File: config.mk
export PLATFORM = sky130hd
export DESIGN_NAME = lcd_fetch_dma
export DESIGN_NICKNAME = d
export VERILOG_FILES = /design/src/rtl/lfd_pkg.sv /design/src/rtl/lfd_fifo.sv /design/src/rtl/lfd_addr_gen.sv /design/src/rtl/lfd_burst_ctl.sv /design/src/rtl/lcd_fetch_dma.sv
export SDC_FILE = /design/constraint.sdc
export NUM_CORES = 1
export LEC_CHECK = 0
export CORE_ASPECT_RATIO = 1.75
export CORE_MARGIN = 1
export CORE_UTILIZATION = 65
export DETAILED_ROUTE_END_ITERATION = 16
export PLACE_DENSITY = 0.88
export SLEW_MARGIN = 20
export SYNTH_ARGS = -nofsm -noshare
export SYNTH_HDL_FRONTEND = slang
export SYNTH_SLANG_ARGS = --single-unit
export TNS_END_PERCENT = 1
File: constraint.sdc
create_clock -name clk -period 8.3 [get_ports clk]
set_input_delay 2.49 -clock clk [delete_from_list [all_inputs] [get_ports clk]]
set_output_delay 2.49 -clock clk [all_outputs]
set_load 0.01 [all_outputs]
File: src/rtl/lfd_pkg.sv
package lfd_pkg;
    localparam int BURST_LEN   = 4;
    localparam int WORD_BYTES  = 4;
    localparam int BURST_BYTES = BURST_LEN * WORD_BYTES;
    localparam int BURST_OFF   = $clog2(BURST_BYTES);
    localparam int BEAT_W      = $clog2(BURST_LEN);
    localparam int NUM_HALVES  = 2;
    localparam int HALF_UP     = 0;
    localparam int HALF_LO     = 1;

    typedef enum logic [1:0] {
        CTL_IDLE = 2'd0,
        CTL_REQ  = 2'd1,
        CTL_DATA = 2'd2
    } ctl_state_e;

    typedef struct packed {
        ctl_state_e        state;
        logic              tgt;
        logic [BEAT_W-1:0] beat;
        logic              turn_lo;
    } ctl_reg_t;
endpackage

File: src/rtl/lfd_fifo.sv
module lfd_fifo
    import lfd_pkg::*;
#(
    parameter int DW    = 32,
    parameter int DEPTH = 16,
    localparam int PW   = (DEPTH > 1) ? $clog2(DEPTH) : 1,
    localparam int LW   = $clog2(DEPTH + 1)
) (
    input  logic          clk,
    input  logic          rst_n,
    input  logic          clr,
    input  logic          wr_en,
    input  logic [DW-1:0] wr_data,
    input  logic          rd_en,
    output logic [DW-1:0] rd_data,
    output logic          empty,
    output logic          room,
    output logic          underrun,
    output logic [LW-1:0] level
);
    typedef struct packed {
        logic [PW-1:0] wp;
        logic [PW-1:0] rp;
        logic [LW-1:0] lvl;
        logic          unf;
    } fifo_reg_t;

    fifo_reg_t     st_d, st_q;
    logic [DW-1:0] mem_d [DEPTH];
    logic [DW-1:0] mem_q [DEPTH];
    logic          do_wr, do_rd;

    function automatic logic [PW-1:0] ptr_next(input logic [PW-1:0] p);
        return (p == PW'(DEPTH - 1)) ? '0 : p + PW'(1);
    endfunction

    always_comb begin
        st_d  = st_q;
        mem_d = mem_q;
        do_wr = wr_en && (st_q.lvl < LW'(DEPTH));
        do_rd = rd_en && (st_q.lvl != '0);
        if (do_wr) begin
            mem_d[st_q.wp] = wr_data;
            st_d.wp        = ptr_next(st_q.wp);
        end
        if (do_rd) begin
            st_d.rp = ptr_next(st_q.rp);
        end
        st_d.lvl = st_q.lvl + LW'(do_wr) - LW'(do_rd);
        st_d.unf = rd_en && (st_q.lvl == '0);
        if (clr) begin
            st_d.wp  = '0;
            st_d.rp  = '0;
            st_d.lvl = '0;
            st_d.unf = 1'b0;
        end
    end

    always_ff @(posedge clk or negedge rst_n) begin
        if (!rst_n) begin
            st_q <= '0;
        end else begin
            st_q <= st_d;
        end
    end

    always_ff @(posedge clk) begin
        mem_q <= mem_d;
    end

    assign rd_data  = mem_q[st_q.rp];
    assign empty    = (st_q.lvl == '0);
    assign room     = (LW'(DEPTH) - st_q.lvl) >= LW'(BURST_LEN);
    assign underrun = st_q.unf;
    assign level    = st_q.lvl;
endmodule

File: src/rtl/lfd_addr_gen.sv
module lfd_addr_gen
    import lfd_pkg::*;
#(
    parameter int AW    = 32,
    parameter int CNT_W = 16
) (
    input  logic             clk,
    input  logic             rst_n,
    input  logic             clr,
    input  logic [AW-1:0]    base,
    input  logic [CNT_W-1:0] frame_bursts,
    input  logic             advance,
    output logic [AW-1:0]    addr
);
    typedef struct packed {
        logic [AW-1:0]    addr;
        logic [CNT_W-1:0] cnt;
        logic             loaded;
    } agen_reg_t;

    agen_reg_t        st_d, st_q;
    logic [AW-1:0]    base_al;
    logic [AW-1:0]    cur;
    logic             last;

    assign base_al = {base[AW-1:BURST_OFF], {BURST_OFF{1'b0}}};
    assign cur     = st_q.loaded ? st_q.addr : base_al;
    assign last    = ({1'b0, st_q.cnt} + (CNT_W+1)'(1)) >= {1'b0, frame_bursts};

    always_comb begin
        st_d = st_q;
        if (clr) begin
            st_d.addr   = base_al;
            st_d.cnt    = '0;
            st_d.loaded = 1'b0;
        end else if (advance) begin
            st_d.loaded = 1'b1;
            if (last) begin
                st_d.addr = base_al;
                st_d.cnt  = '0;
            end else begin
                st_d.addr = cur + AW'(BURST_BYTES);
                st_d.cnt  = st_q.cnt + CNT_W'(1);
            end
        end
    end

    always_ff @(posedge clk or negedge rst_n) begin
        if (!rst_n) begin
            st_q <= '0;
        end else begin
            st_q <= st_d;
        end
    end

    assign addr = cur;
endmodule

File: src/rtl/lfd_burst_ctl.sv
module lfd_burst_ctl
    import lfd_pkg::*;
(
    input  logic clk,
    input  logic rst_n,
    input  logic enable,
    input  logic dual_scan,
    input  logic up_room,
    input  logic lo_room,
    input  logic bus_gnt,
    input  logic bus_rvalid,
    output logic bus_req,
    output logic bus_lock,
    output logic tgt,
    output logic wr_beat,
    output logic burst_done
);
    localparam ctl_reg_t CTL_RST = '{state: CTL_IDLE, tgt: 1'b0, beat: '0, turn_lo: 1'b1};

    ctl_reg_t st_d, st_q;
    logic     want_lo, want_up;

    always_comb begin
        st_d       = st_q;
        wr_beat    = 1'b0;
        burst_done = 1'b0;
        want_lo    = dual_scan && lo_room;
        want_up    = up_room;
        case (st_q.state)
            CTL_IDLE: begin
                if (want_lo && (!want_up || st_q.turn_lo)) begin
                    st_d.tgt   = 1'(HALF_LO);
                    st_d.state = CTL_REQ;
                end else if (want_up) begin
                    st_d.tgt   = 1'(HALF_UP);
                    st_d.state = CTL_REQ;
                end
            end
            CTL_REQ: begin
                if (bus_gnt) begin
                    st_d.state = CTL_DATA;
                    st_d.beat  = '0;
                end
            end
            CTL_DATA: begin
                if (bus_rvalid) begin
                    wr_beat = 1'b1;
                    if (st_q.beat == BEAT_W'(BURST_LEN - 1)) begin
                        burst_done   = 1'b1;
                        st_d.state   = CTL_IDLE;
                        st_d.turn_lo = (st_q.tgt == 1'(HALF_UP));
                    end else begin
                        st_d.beat = st_q.beat + BEAT_W'(1);
                    end
                end
            end
            default: st_d = CTL_RST;
        endcase
        if (!enable) begin
            st_d       = CTL_RST;
            wr_beat    = 1'b0;
            burst_done = 1'b0;
        end
    end

    always_ff @(posedge clk or negedge rst_n) begin
        if (!rst_n) begin
            st_q <= CTL_RST;
        end else begin
            st_q <= st_d;
        end
    end

    assign bus_req  = (st_q.state == CTL_REQ);
    assign bus_lock = (st_q.state != CTL_IDLE);
    assign tgt      = st_q.tgt;
endmodule

File: src/rtl/lcd_fetch_dma.sv
module lcd_fetch_dma
    import lfd_pkg::*;
#(
    parameter int AW       = 32,
    parameter int DW       = 32,
    parameter int UP_DEPTH = 16,
    parameter int LO_DEPTH = 12,
    parameter int CNT_W    = 16,
    localparam int MAX_DEPTH = (UP_DEPTH > LO_DEPTH) ? UP_DEPTH : LO_DEPTH,
    localparam int LVL_W     = $clog2(MAX_DEPTH + 1)
) (
    input  logic             clk,
    input  logic             rst_n,
    input  logic             enable,
    input  logic             dual_scan,
    input  logic [AW-1:0]    up_base,
    input  logic [AW-1:0]    lo_base,
    input  logic [CNT_W-1:0] frame_bursts,
    output logic             bus_req,
    output logic             bus_lock,
    output logic [AW-1:0]    bus_addr,
    input  logic             bus_gnt,
    input  logic             bus_rvalid,
    input  logic [DW-1:0]    bus_rdata,
    input  logic             up_rd,
    output logic [DW-1:0]    up_rdata,
    output logic             up_empty,
    output logic             up_underrun,
    input  logic             lo_rd,
    output logic [DW-1:0]    lo_rdata,
    output logic             lo_empty,
    output logic             lo_underrun
);
    logic             tgt, wr_beat, burst_done, clr;
    logic             rd_a    [NUM_HALVES];
    logic [DW-1:0]    rdata_a [NUM_HALVES];
    logic             empty_a [NUM_HALVES];
    logic             room_a  [NUM_HALVES];
    logic             unf_a   [NUM_HALVES];
    logic [LVL_W-1:0] lvl_a   [NUM_HALVES];
    logic [AW-1:0]    base_a  [NUM_HALVES];
    logic [AW-1:0]    addr_a  [NUM_HALVES];

    assign clr             = !enable;
    assign rd_a[HALF_UP]   = up_rd;
    assign rd_a[HALF_LO]   = lo_rd;
    assign base_a[HALF_UP] = up_base;
    assign base_a[HALF_LO] = lo_base;

    lfd_burst_ctl u_ctl (
        .clk        (clk),
        .rst_n      (rst_n),
        .enable     (enable),
        .dual_scan  (dual_scan),
        .up_room    (room_a[HALF_UP]),
        .lo_room    (room_a[HALF_LO]),
        .bus_gnt    (bus_gnt),
        .bus_rvalid (bus_rvalid),
        .bus_req    (bus_req),
        .bus_lock   (bus_lock),
        .tgt        (tgt),
        .wr_beat    (wr_beat),
        .burst_done (burst_done)
    );

    for (genvar h = 0; h < NUM_HALVES; h++) begin : g_half
        localparam int DEPTH = (h == HALF_UP) ? UP_DEPTH : LO_DEPTH;
        localparam int LW    = $clog2(DEPTH + 1);
        logic [LW-1:0] lvl;
        logic          sel;

        assign sel      = (tgt == 1'(h));
        assign lvl_a[h] = LVL_W'(lvl);

        lfd_fifo #(.DW(DW), .DEPTH(DEPTH)) u_fifo (
            .clk      (clk),
            .rst_n    (rst_n),
            .clr      (clr),
            .wr_en    (wr_beat && sel),
            .wr_data  (bus_rdata),
            .rd_en    (rd_a[h]),
            .rd_data  (rdata_a[h]),
            .empty    (empty_a[h]),
            .room     (room_a[h]),
            .underrun (unf_a[h]),
            .level    (lvl)
        );

        lfd_addr_gen #(.AW(AW), .CNT_W(CNT_W)) u_agen (
            .clk          (clk),
            .rst_n        (rst_n),
            .clr          (clr),
            .base         (base_a[h]),
            .frame_bursts (frame_bursts),
            .advance      (burst_done && sel),
            .addr         (addr_a[h])
        );
    end

    assign bus_addr    = addr_a[tgt];
    assign up_rdata    = rdata_a[HALF_UP];
    assign up_empty    = empty_a[HALF_UP];
    assign up_underrun = unf_a[HALF_UP];
    assign lo_rdata    = rdata_a[HALF_LO];
    assign lo_empty    = empty_a[HALF_LO];
    assign lo_underrun = unf_a[HALF_LO];
endmodule

* Word level (Yosys, flattened, before mapping)
Cells that the tools add are included.
Operators by class: add/sub/neg operators 17, order comparisons 13, equal/unequal tests 21, muxes and demuxes 54, bitwise operators 6, reductions and logical operators 28
Operator list (count):
- $bwmux 512 | 1
- $bwmux 384 | 1
- $mux 32 | 11
- $bmux 32 s4 | 2
- $demux 32 s4 | 2
- $mux 49 | 4
- $mux 48 | 2
- $add 32x5->32 const B | 2
- $add 16x1->17 const B | 2
- $ge 17x16->1 | 2
- $add 16x1->16 const B | 2
- $mux 4 | 8
- $ge 5x5->1 const B | 4
- $not 4->5 | 4
- $add 4x1->4 const B | 4
- $eq 4x4->1 const B | 4
- $logic_and 1x1->1 | 14
- $mux 14 | 1
- $mux 13 | 1
- $ne 2x1->1 const B | 6
- $pmux 2 s3 | 2
- $lt 5x1->1 const B | 2
- $mux 2 | 5
- $mux 3 | 3
- other kinds (35) | 50
Storage, ports and cells: register bits after elaboration 1027, bits of input ports 120, output and inout bits 102, word-level logic and storage cells 185

* Longest topological paths before layout
Gate-level depths: netlist (run 1).
depth in word-level cells 8, gate-level depth with buffers 17, depth with buffers taken out 15

* Hierarchy
A second synthesis (run 1) with hierarchy kept.
Second synthesis, totals: cells, all modules 2844, area, all modules 45549.9 sq um
Modules (own cells, without submodules):
- lfd_fifo at g_half[0].u_fifo | times used 1, cells an instance 910, area each 20194.4 sq um, sequential area each 15725.1 sq um
- lfd_fifo at g_half[1].u_fifo | times used 1, cells an instance 790, area each 15687.5 sq um, sequential area each 11856.4 sq um
- lfd_addr_gen | times used 2, cells an instance 528, area each 4322.9 sq um, sequential area each 1226.2 sq um
- lcd_fetch_dma | times used 1, cells an instance 41, area each 549.3 sq um, sequential area each 0.0 sq um
- lfd_burst_ctl | times used 1, cells an instance 47, area each 473.0 sq um, sequential area each 151.4 sq um

* Least setup slack after synthesis (run 1)
No wires, ideal clock.
kind input -> register, start in enable, end reg g_half[1].u_fifo.mem_q[256] (netlist bit), enable pin, library setup time 505 ps, arrival 6492 ps, data required time 7795 ps, slack 1303 ps, cell stages on the path 4, path buffers 1, cells stage by stage clkbuf_1 -> nand3_1 -> or3b_2 -> nor4_1
On the way: cells in the longest elaborated chain, start to end 3
RTL lines:
- start: declaration | line lcd_fetch_dma.sv:14 | input logic enable,
- $mux 1 | line lfd_burst_ctl.sv:59 | if (!enable) begin
- $logic_and 1x1->1 | line lcd_fetch_dma.sv:79 | .wr_en (wr_beat && sel),
- $logic_and 1x1->1 | line lfd_fifo.sv:40 | do_wr = wr_en && (st_q.lvl < LW'(DEPTH));
- end signal: assignment | line lfd_fifo.sv:68 | mem_q <= mem_d;
- end: declaration | line lfd_fifo.sv:30 | logic [DW-1:0] mem_q [DEPTH];
No other way between the ends. A chain may end at the register's enable or synchronous reset.

* Final worst setup path (run 1)
start in up_base[16], end out bus_addr[16]
On the way: cells in the longest elaborated chain, start to end 4
RTL lines:
- start: declaration | line lcd_fetch_dma.sv:16 | input logic [AW-1:0] up_base,
- $mux 32 | line lfd_addr_gen.sv:27 | assign cur = st_q.loaded ? st_q.addr : base_al;
- $mux 32 (implied by the code) (3 in series) | line lcd_fetch_dma.sv:100 | assign bus_addr = addr_a[tgt];
- end: declaration | line lcd_fetch_dma.sv:21 | output logic [AW-1:0] bus_addr,
No other way between the ends. The select of a mux whose other input is x is not followed.

==> results of run 1 <==
worst max-delay path: cells and delay by family:
family          cells  cell delay (ns)
compound gates      2             0.48
buf+inv             2             1.03
simple gates        1             0.19
per-layer routing:
| layer | wire [um] | up-vias | global-route usage (%) |
|---|---|---|---|
| li1 | - | 11280 | - |
| met1 | 42090 | 14090 | 44.53 |
| met2 | 67850 | 2516 | 64.35 |
| met3 | 13610 | 490 | 6.316 |
| met4 | 7696 | 2 | 20.16 |
| met5 | 13 | - | 0 |
cell families after synthesis:
| family | count (synthesis) | synth area share (%) |
|---|---|---|
| muxes | 359 | 15.15 |
| adders and majority gates | 70 | 1.980 |
| xor gates and xnor gates | 45 | 0.8761 |
| DFF | 1027 | 67.10 |
| AOI/OAI and AO/OA | 410 | 6.191 |
| and+or+nand+nor | 562 | 6.417 |
| buffers and inverters | 251 | 2.286 |
cell type report:
cell class	instances	area (um2)	share of cell area (%)
sequential	1027	30210	59.07
clock inverter	50	556.8	1.089
antenna	1	2.502	0.004893
inverter	86	322.8	0.6311
clock buffer	109	2328	4.553
multi-input combinational	1446	13930	27.23
timing repair buffer	270	2669	5.218
tap	903	1130	2.209
worst paths after layout:
path	from	end	slack, ns	cells past startpoint
worst min-delay path	g_half[1].u_agen.st_q[18]	g_half[1].u_agen.st_q[18]	0.50	1
worst min register to register	g_half[1].u_agen.st_q[18]	g_half[1].u_agen.st_q[18]	0.50	1
worst max-delay path	up_base[16]	bus_addr[16]	1.61	5
worst max register to register	g_half[0].u_agen.st_q[1]	g_half[0].u_agen.st_q[46]	3.66	13
max in group asynchronous	rst_n	g_half[1].u_agen.st_q[0]	4.96	2
min in group asynchronous	rst_n	g_half[1].u_agen.st_q[3]	1.85	1
power by group through the flow:
stage	Combinational, W	Sequential, W	Clock [W]
3_3_place_gp	0.00205	0.00600	0
2_1_floorplan	0.00148	0.00585	0
6_report	0.00236	0.00585	0.00433
4_1_cts	0.00225	0.00591	0.00431
5_1_grt	0.00248	0.00586	0.00449
3_5_place_dp	0.00216	0.00601	0
sequential cells by signal, indices dropped and copies added, names as in the netlist:
name and flops:
u_ctl.st_q 5, g_half.u_fifo.level 9, u_ctl.tgt 1, g_half.u_fifo.underrun 2, g_half.u_fifo.st_q 16, g_half.u_agen.st_q 98
g_half.u_fifo.mem_q 896
per-stage QoR:
stage | std cells | setup slack [ns] | util, % | total power, W | hold WS [ns]
after floorplan | 2724 | 1.303 | - | 0.007324 | 0.4538
after global placement | 3727 | 1.696 | 70.26 | 0.008054 | 0.4746
after detailed placement | 3729 | 1.671 | 70.34 | 0.008176 | 0.4857
after CTS | 3888 | 1.609 | 74.56 | 0.01247 | 0.5043
after global routing | 3891 | 1.585 | 74.68 | 0.01284 | 0.5114
final | 3892 | 1.613 | 74.68 | 0.01255 | 0.4982
cells in the final DEF (no fill, tap or decap), types with 39 or more instances in the layout:
cell type                         Yosys  routed
sky130_fd_sc_hd__edfxtp_1           896     896
sky130_fd_sc_hd__mux4_2             256     256
sky130_fd_sc_hd__clkdlybuf4s50_1      0     211
sky130_fd_sc_hd__nand2_1            128     128
sky130_fd_sc_hd__dfrtp_1            130     121
sky130_fd_sc_hd__nor2_1             128     113
sky130_fd_sc_hd__mux2i_1             89      89
sky130_fd_sc_hd__clkbuf_16            0      88
sky130_fd_sc_hd__inv_1               85      85
sky130_fd_sc_hd__a21oi_1             81      81
sky130_fd_sc_hd__nand3_1             74      74
sky130_fd_sc_hd__o21ai_0             69      69
sky130_fd_sc_hd__ha_1                68      68
sky130_fd_sc_hd__o22ai_1             59      59
sky130_fd_sc_hd__buf_4                6      51
sky130_fd_sc_hd__nor2b_1             39      39
==> results, run 1 <==
- The maximum vdd ir drop is 0.2890 mV.
- In the routed layout, each cell is associated on average with a via count of 7.293.
- The detailed router finished its first iteration with 4027 violations.
- The TritonCTS sink count is 1027.
- The placed instance area is 48180 um2.
- The longest individual stage delay on the worst path is 0.54 ns.
- The relative contribution of the clock network to total power is 34.5%.
- The final hold violation count came to 0.
- The insertion delay of the later-clocked pin in the worst-skew pair is 0.67 ns.
- Buffers inserted during clock tree synthesis total 87.
- At the pin with the least slew margin, the transition time is 1.230 ns.
- For this block, the routed nets add up to 131.3 mm of wire.
- The cell leakage power is 17.08 nW.
- The worst setup path is launched from an input port.
- The number of max-cap violations is 0.
- Yosys instantiated no cell more often than sky130_fd_sc_hd__edfxtp_1.
- The count of cell types in the netlist is 88.
- The accumulated negative setup slack is 0 ns.
- The share of the yosys chip area belonging to registers is 67.10%.
- The detail-routed net length per standard cell is 33.73 um.
- The mean instance size in the synthesized netlist is 16.51 um2.
- The number of synthesized flops with an enable pin is 896.
- Fill cells in the final layout number 3681.
- After clock tree synthesis, the clock-pin slew on the worst setup and hold paths is 0.06 ns.
- For this run, the post-layout net count is 3108.
- From left edge to right edge, the die measures 200.9 um.
- The post-synth net total is 2914.
- The tightest slew margin relative to the limit is 17.77%.
- The power density over the cells is 245.3 nW/um2.
- The die covers 70300 um2.
- On the critical path, the stage with the largest delay is an instance of sky130_fd_sc_hd__clkdlybuf4s50_1.
- The most numerous cell on the critical path is sky130_fd_sc_hd__clkdlybuf4s50_1.
- Summing every instance area after synthesis gives 44980 um2.
- The number of antenna violations at the first check in global routing was 1.
- The number of storage elements in the synthesis netlist is 1027.
- The floorplan has 127 rows.
- Of the cells placed in the final design, the portion with a size suffix greater than 1 is 17.77%.
- During placement, the flow inserted port buffers numbering 213.
- The commonest cells after synthesis are 896 x sky130_fd_sc_hd__edfxtp_1, 256 x sky130_fd_sc_hd__mux4_2, 130 x sky130_fd_sc_hd__dfrtp_1, 128 x sky130_fd_sc_hd__nand2_1, 128 x sky130_fd_sc_hd__nor2_1.
- The total number of yosys warnings is 0.
- Net switching is 26.93% of the power.
- The biggest area contributor in the post-synthesis netlist is sky130_fd_sc_hd__edfxtp_1.
- The most used flip-flop cell after synthesis is sky130_fd_sc_hd__edfxtp_1.
- In the finished design, the share of the clock period the worst path needs comes to 80.57%.
- The number of max-slew violations in the final report was 0.
- The share of power burned in combinational logic is 18.8%.
- In this run, flip-flops and latches consume 46.6% of the power.
- Clock tree synthesis selected as its root buffer the cell sky130_fd_sc_hd__clkbuf_16.
- Subtracting the final worst setup slack from the clock period gives 6.687 ns.
- Global routing consumed, over all layers together, 37.12% of the routing resources.
- The largest fanout on the critical path is 7.
- The die is 350.0 um tall.
- The wire-length estimate of the detail-placed layout is 70.88 mm.
- Setup repair after global routing left no endpoint under its margin.
- The number of top-level pins is 222.
- The first global-routing pass estimated 189.1 mm of wire.
- For this design the total switching power over the nets is 0.003379 W.
- The H-tree level count is 3.
- The clock tree buffer depth is 3.
- Setup violations remaining at the end of the flow were counted as 0.
- At the worst endpoint, the required time is 5.81 ns.
- The type of the setup path with the least slack is input port to output pin.
- The area growth from synthesis to layout is 13.70%.
- The largest net degree at the start of global routing is 133.
- The flow ran to the end, and the final reports show no timing, DRC or antenna violations.
- The post-synthesis async set-or-reset flop share is 12.76%.
- TritonCTS built the clock tree.
- The worst hold path belongs to the class flip-flop to flip-flop.
- The worst setup path is captured at an output pin.
- Across all layers, the routed design uses 28380 vias.
- The number of iterations in the first detailed-routing pass is 6.
- Static timing analysis puts the maximum clock frequency at 149.5 MHz.
- At the worst endpoint, the arrival time is 4.20 ns.
- Sorting the synthesized cells by area gives the leading types as sky130_fd_sc_hd__edfxtp_1 60%, sky130_fd_sc_hd__mux4_2 13%, sky130_fd_sc_hd__dfrtp_1 7.2%.
- The design internal power is 0.009167 W.
- The final design instance area without fill is 51150 um2.
- Buffers inserted to repair hold after CTS numbered 0.
- The clock skew is 0.02517 ns.
- In the routed design, unresolved DRC markers number 0.
- Traced cell by cell, the critical path runs through clkdlybuf4s50_1 > nor2b_1 > a211oi_1 > a21oi_1 > clkdlybuf4s50_1.
- The number of gates resized after CTS was 0.
- After synthesis, the largest area contributor takes up 59.81% of total cell area.
- Summed over all layers, the global routing overflow is 0.
- The via count of the first global-routing pass came to 28660.
- Synthesis handed over a netlist of 2724 instances.
- The buffer count from post-CTS setup fixing is 0.
- The initial core utilization is 65.68%.
- The total area inside the core boundary comes to 68490 um2.
- At the end of routability-driven placement, the weighted congestion stood at 0.9409.
- The detail route stage leaves a number of antenna-violating nets equal to 0.
(Power assumes the default switching activity.)
==> run 2, diff against run 1 <==
--- a/config.mk
+++ b/config.mk
@@ -7,9 +7,9 @@
 export LEC_CHECK = 0
 export CORE_ASPECT_RATIO = 1.75
 export CORE_MARGIN = 1
-export CORE_UTILIZATION = 65
+export CORE_UTILIZATION = 60
 export DETAILED_ROUTE_END_ITERATION = 16
-export PLACE_DENSITY = 0.88
+export PLACE_DENSITY = 0.83
 export SLEW_MARGIN = 20
 export SYNTH_ARGS = -nofsm -noshare
 export SYNTH_HDL_FRONTEND = slang
==> constraint.sdc (replaced) <==
create_clock -name clk -period 6.7 [get_ports clk]
set_input_delay 2.01 -clock clk [delete_from_list [all_inputs] [get_ports clk]]
set_output_delay 2.01 -clock clk [all_outputs]
set_load 0.01 [all_outputs]
==> results, run 2 (synthesized netlist as in run 1, its figures left out) <==
- The tool flagged a number of max-cap violations equal to 0.
- The count of nets left with antenna violations once routing finished came out at 0.
- During placement, the flow inserted port buffers numbering 213.
- The register-to-register setup slack is 2.02 ns.
- The number of antenna violations at the first check in global routing is 2.
- The via count of the first global-routing pass came to 28460.
- For this run, the post-layout net count is 3120.
- The count of instances resized after the clock tree is built is 0.
- Dividing the detail-routed wire length by the instance count gives 30.17 um.
- The initial core utilization is 60.66%.
- The final routed wirelength across all metal layers is 118.9 mm.
- The largest registers in the layout are g_half.u_fifo.mem_q: 896 flops, g_half.u_agen.st_q: 98 flops, g_half.u_fifo.st_q: 16 flops.
- The number of hold buffers added after CTS was 0.
- The worst-case IR drop observed on VDD is 0.3314 mV.
- The post-route netlist has 18.35% of its cells at a drive strength greater than 1.
- The core region is 74160 um2.
- The largest fanout on the critical path is 76.
- Total power for the finished layout comes to 0.01544 W.
- The flip-flop count of the largest register, all copies and words added is 896.
- Dividing the final minimum period by the clock period gives 86.85%.
- The accumulated negative setup slack is 0 ns.
- TritonCTS built the clock tree.
- The final global-route overflow total is 0.
- After floorplanning, the core was divided into 132 placement rows.
- The post-detailed-route DRC marker count is 0.
- The insertion delay of the later-clocked pin in the worst-skew pair is 0.68 ns.
- The worst pin sits at a relative slew slack of 23.42%.
- The critical path in this run is classified as flip-flop to output pin.
- The die is 209.0 um wide.
- The H-tree was split into 3 levels.
- For this run, the share of the core covered by cells in the final layout is 69.29%.
- The final hold violation count was 0.
- The library cells used most frequently in the layout, excluding fill and tap cells, are 896 x sky130_fd_sc_hd__edfxtp_1, 256 x sky130_fd_sc_hd__mux4_2, 212 x sky130_fd_sc_hd__clkdlybuf4s50_1, 128 x sky130_fd_sc_hd__nand2_1, 121 x sky130_fd_sc_hd__dfrtp_1.
- The run finished with clean final reports.
- Setup violations remaining at the end of the flow were counted as 0.
- The violation count after the first detailed-route iteration is 3208.
- The cell leakage power is 17.19 nW.
- The clock arrives with 0.02447 ns of skew.
- The via total after detailed routing is 27110.
- The first global-routing pass estimated 177.4 mm of wire.
- The data arrival time of the worst path is 3.81 ns.
- The number of max-slew violations in the final report was 0.
- Detailed placement finished with a half-perimeter wire length of 67.45 mm.
- The clock tree root buffer cell is sky130_fd_sc_hd__clkbuf_16.
- The TritonCTS buffer count is 88.
- The startpoint class of the critical path is a flip-flop.
- The path class of the tightest hold or removal check is flip-flop to flip-flop.
- The detailed-route vias per instance is 6.878.
- The highest clock frequency the design can meet is 171.9 MHz.
- Leaving out fill and tap cells, the most frequent cell in the layout is sky130_fd_sc_hd__edfxtp_1.
- The critical path capture point type is an output pin.
- Clock tree synthesis found a total of 1027 sinks.
- The largest net degree at the start of global routing is 104.
- The power density over the cells is 300.5 nW/um2.
- The number of top-level pins is 222.
- From synthesis to final layout, the design area changed by 14.23%.
- The slew at the pin closest to its max-slew limit is 1.149 ns.
- Setup repair after global routing left no endpoint under its margin.
- The post-CTS clock slew at the launch and capture registers of the worst setup and hold paths is 0.07 ns.
- The worst path in the final design needs a cycle of 5.819 ns, including I/O delays and setup.
- The clock tree buffer depth is 3.
- The die is 364.2 um tall.
- Across every metal layer, demand over resource in global routing totals 31.81%.
- The die footprint is 76120 um2.
- After clock tree synthesis, the setup repair step added 0 buffers.
- g_half.u_fifo.mem_q holds more flip-flops than any other register.
- For the worst setup path, the data required time is 4.69 ns.
- The pre-antenna-repair detailed-routing pass consisted of 6 iterations.
- The congestion estimate from routability-driven global placement came to 0.9230.
-- run 2: area by class of cell --
| cell class | instances | area (um2) |
|---|---|---|
| clock inverters | 60 | 709.4 |
| inverters | 86 | 322.8 |
| fillers | 4433 | 22770 |
| clock buffers | 103 | 2310 |
| flip-flops and latches | 1027 | 30210 |
| diodes | 1 | 2.502 |
| well taps | 938 | 1174 |
| multi-input cells | 1446 | 13920 |
| repair buffers | 281 | 2731 |
-- run 2: final timing paths --
kind                                           start                   endpoint  depth (start not counted)
min in group asynchronous                      rst_n   g_half[1].u_agen.st_q[7]                          1
hold reg to reg            g_half[1].u_agen.st_q[48]  g_half[1].u_agen.st_q[48]                          2
max in group asynchronous                      rst_n   g_half[1].u_fifo.st_q[5]                          2
hold / removal             g_half[1].u_agen.st_q[48]  g_half[1].u_agen.st_q[48]                          2
setup / recovery            g_half[0].u_fifo.st_q[7]               up_rdata[22]                          4
setup reg to reg            g_half[0].u_agen.st_q[1]  g_half[0].u_agen.st_q[18]                         14
-- run 2: per-layer routing --
layer | track usage, % | part of all wire, % | vias up
met5 | 0 | 0.0067 | -
li1 | - | - | 11300
met4 | 16.78 | 5.4 | 2
met1 | 36.34 | 33 | 13720
met3 | 6.082 | 9.0 | 408
met2 | 56.61 | 53 | 1692
-- run 2: report_power, final --
part	internal (W)	switching, W	total, W
sequential	0.00705	0.000252	0.00730
combinational	0.00145	0.00132	0.00277
clock	0.00291	0.00246	0.00537
total	0.0114	0.00403	0.0154
-- run 2: metrics by stage --
| step | cells | setup WS, ns | hold WS (ns) | instance area (um2) |
|---|---|---|---|---|
| detailed placement | 3778 | 1.027 | 0.4765 | 48360 |
| global route | 3941 | 0.8392 | 0.5179 | 51380 |
| global placement | 3778 | 1.037 | 0.4748 | 48360 |
| floorplan | 2724 | 0.1830 | 0.4538 | 44980 |
| finish | 3942 | 0.8810 | 0.4927 | 51390 |
| CTS | 3941 | 0.8765 | 0.4915 | 51380 |
-- run 2: critical path, cell delays in order, from the launching register on --
cell and delay, ns:
sky130_fd_sc_hd__dfrtp_4 1.19, sky130_fd_sc_hd__buf_4 0.44, sky130_fd_sc_hd__mux4_2 0.39, sky130_fd_sc_hd__mux4_2 0.50
sky130_fd_sc_hd__clkdlybuf4s50_1 0.54
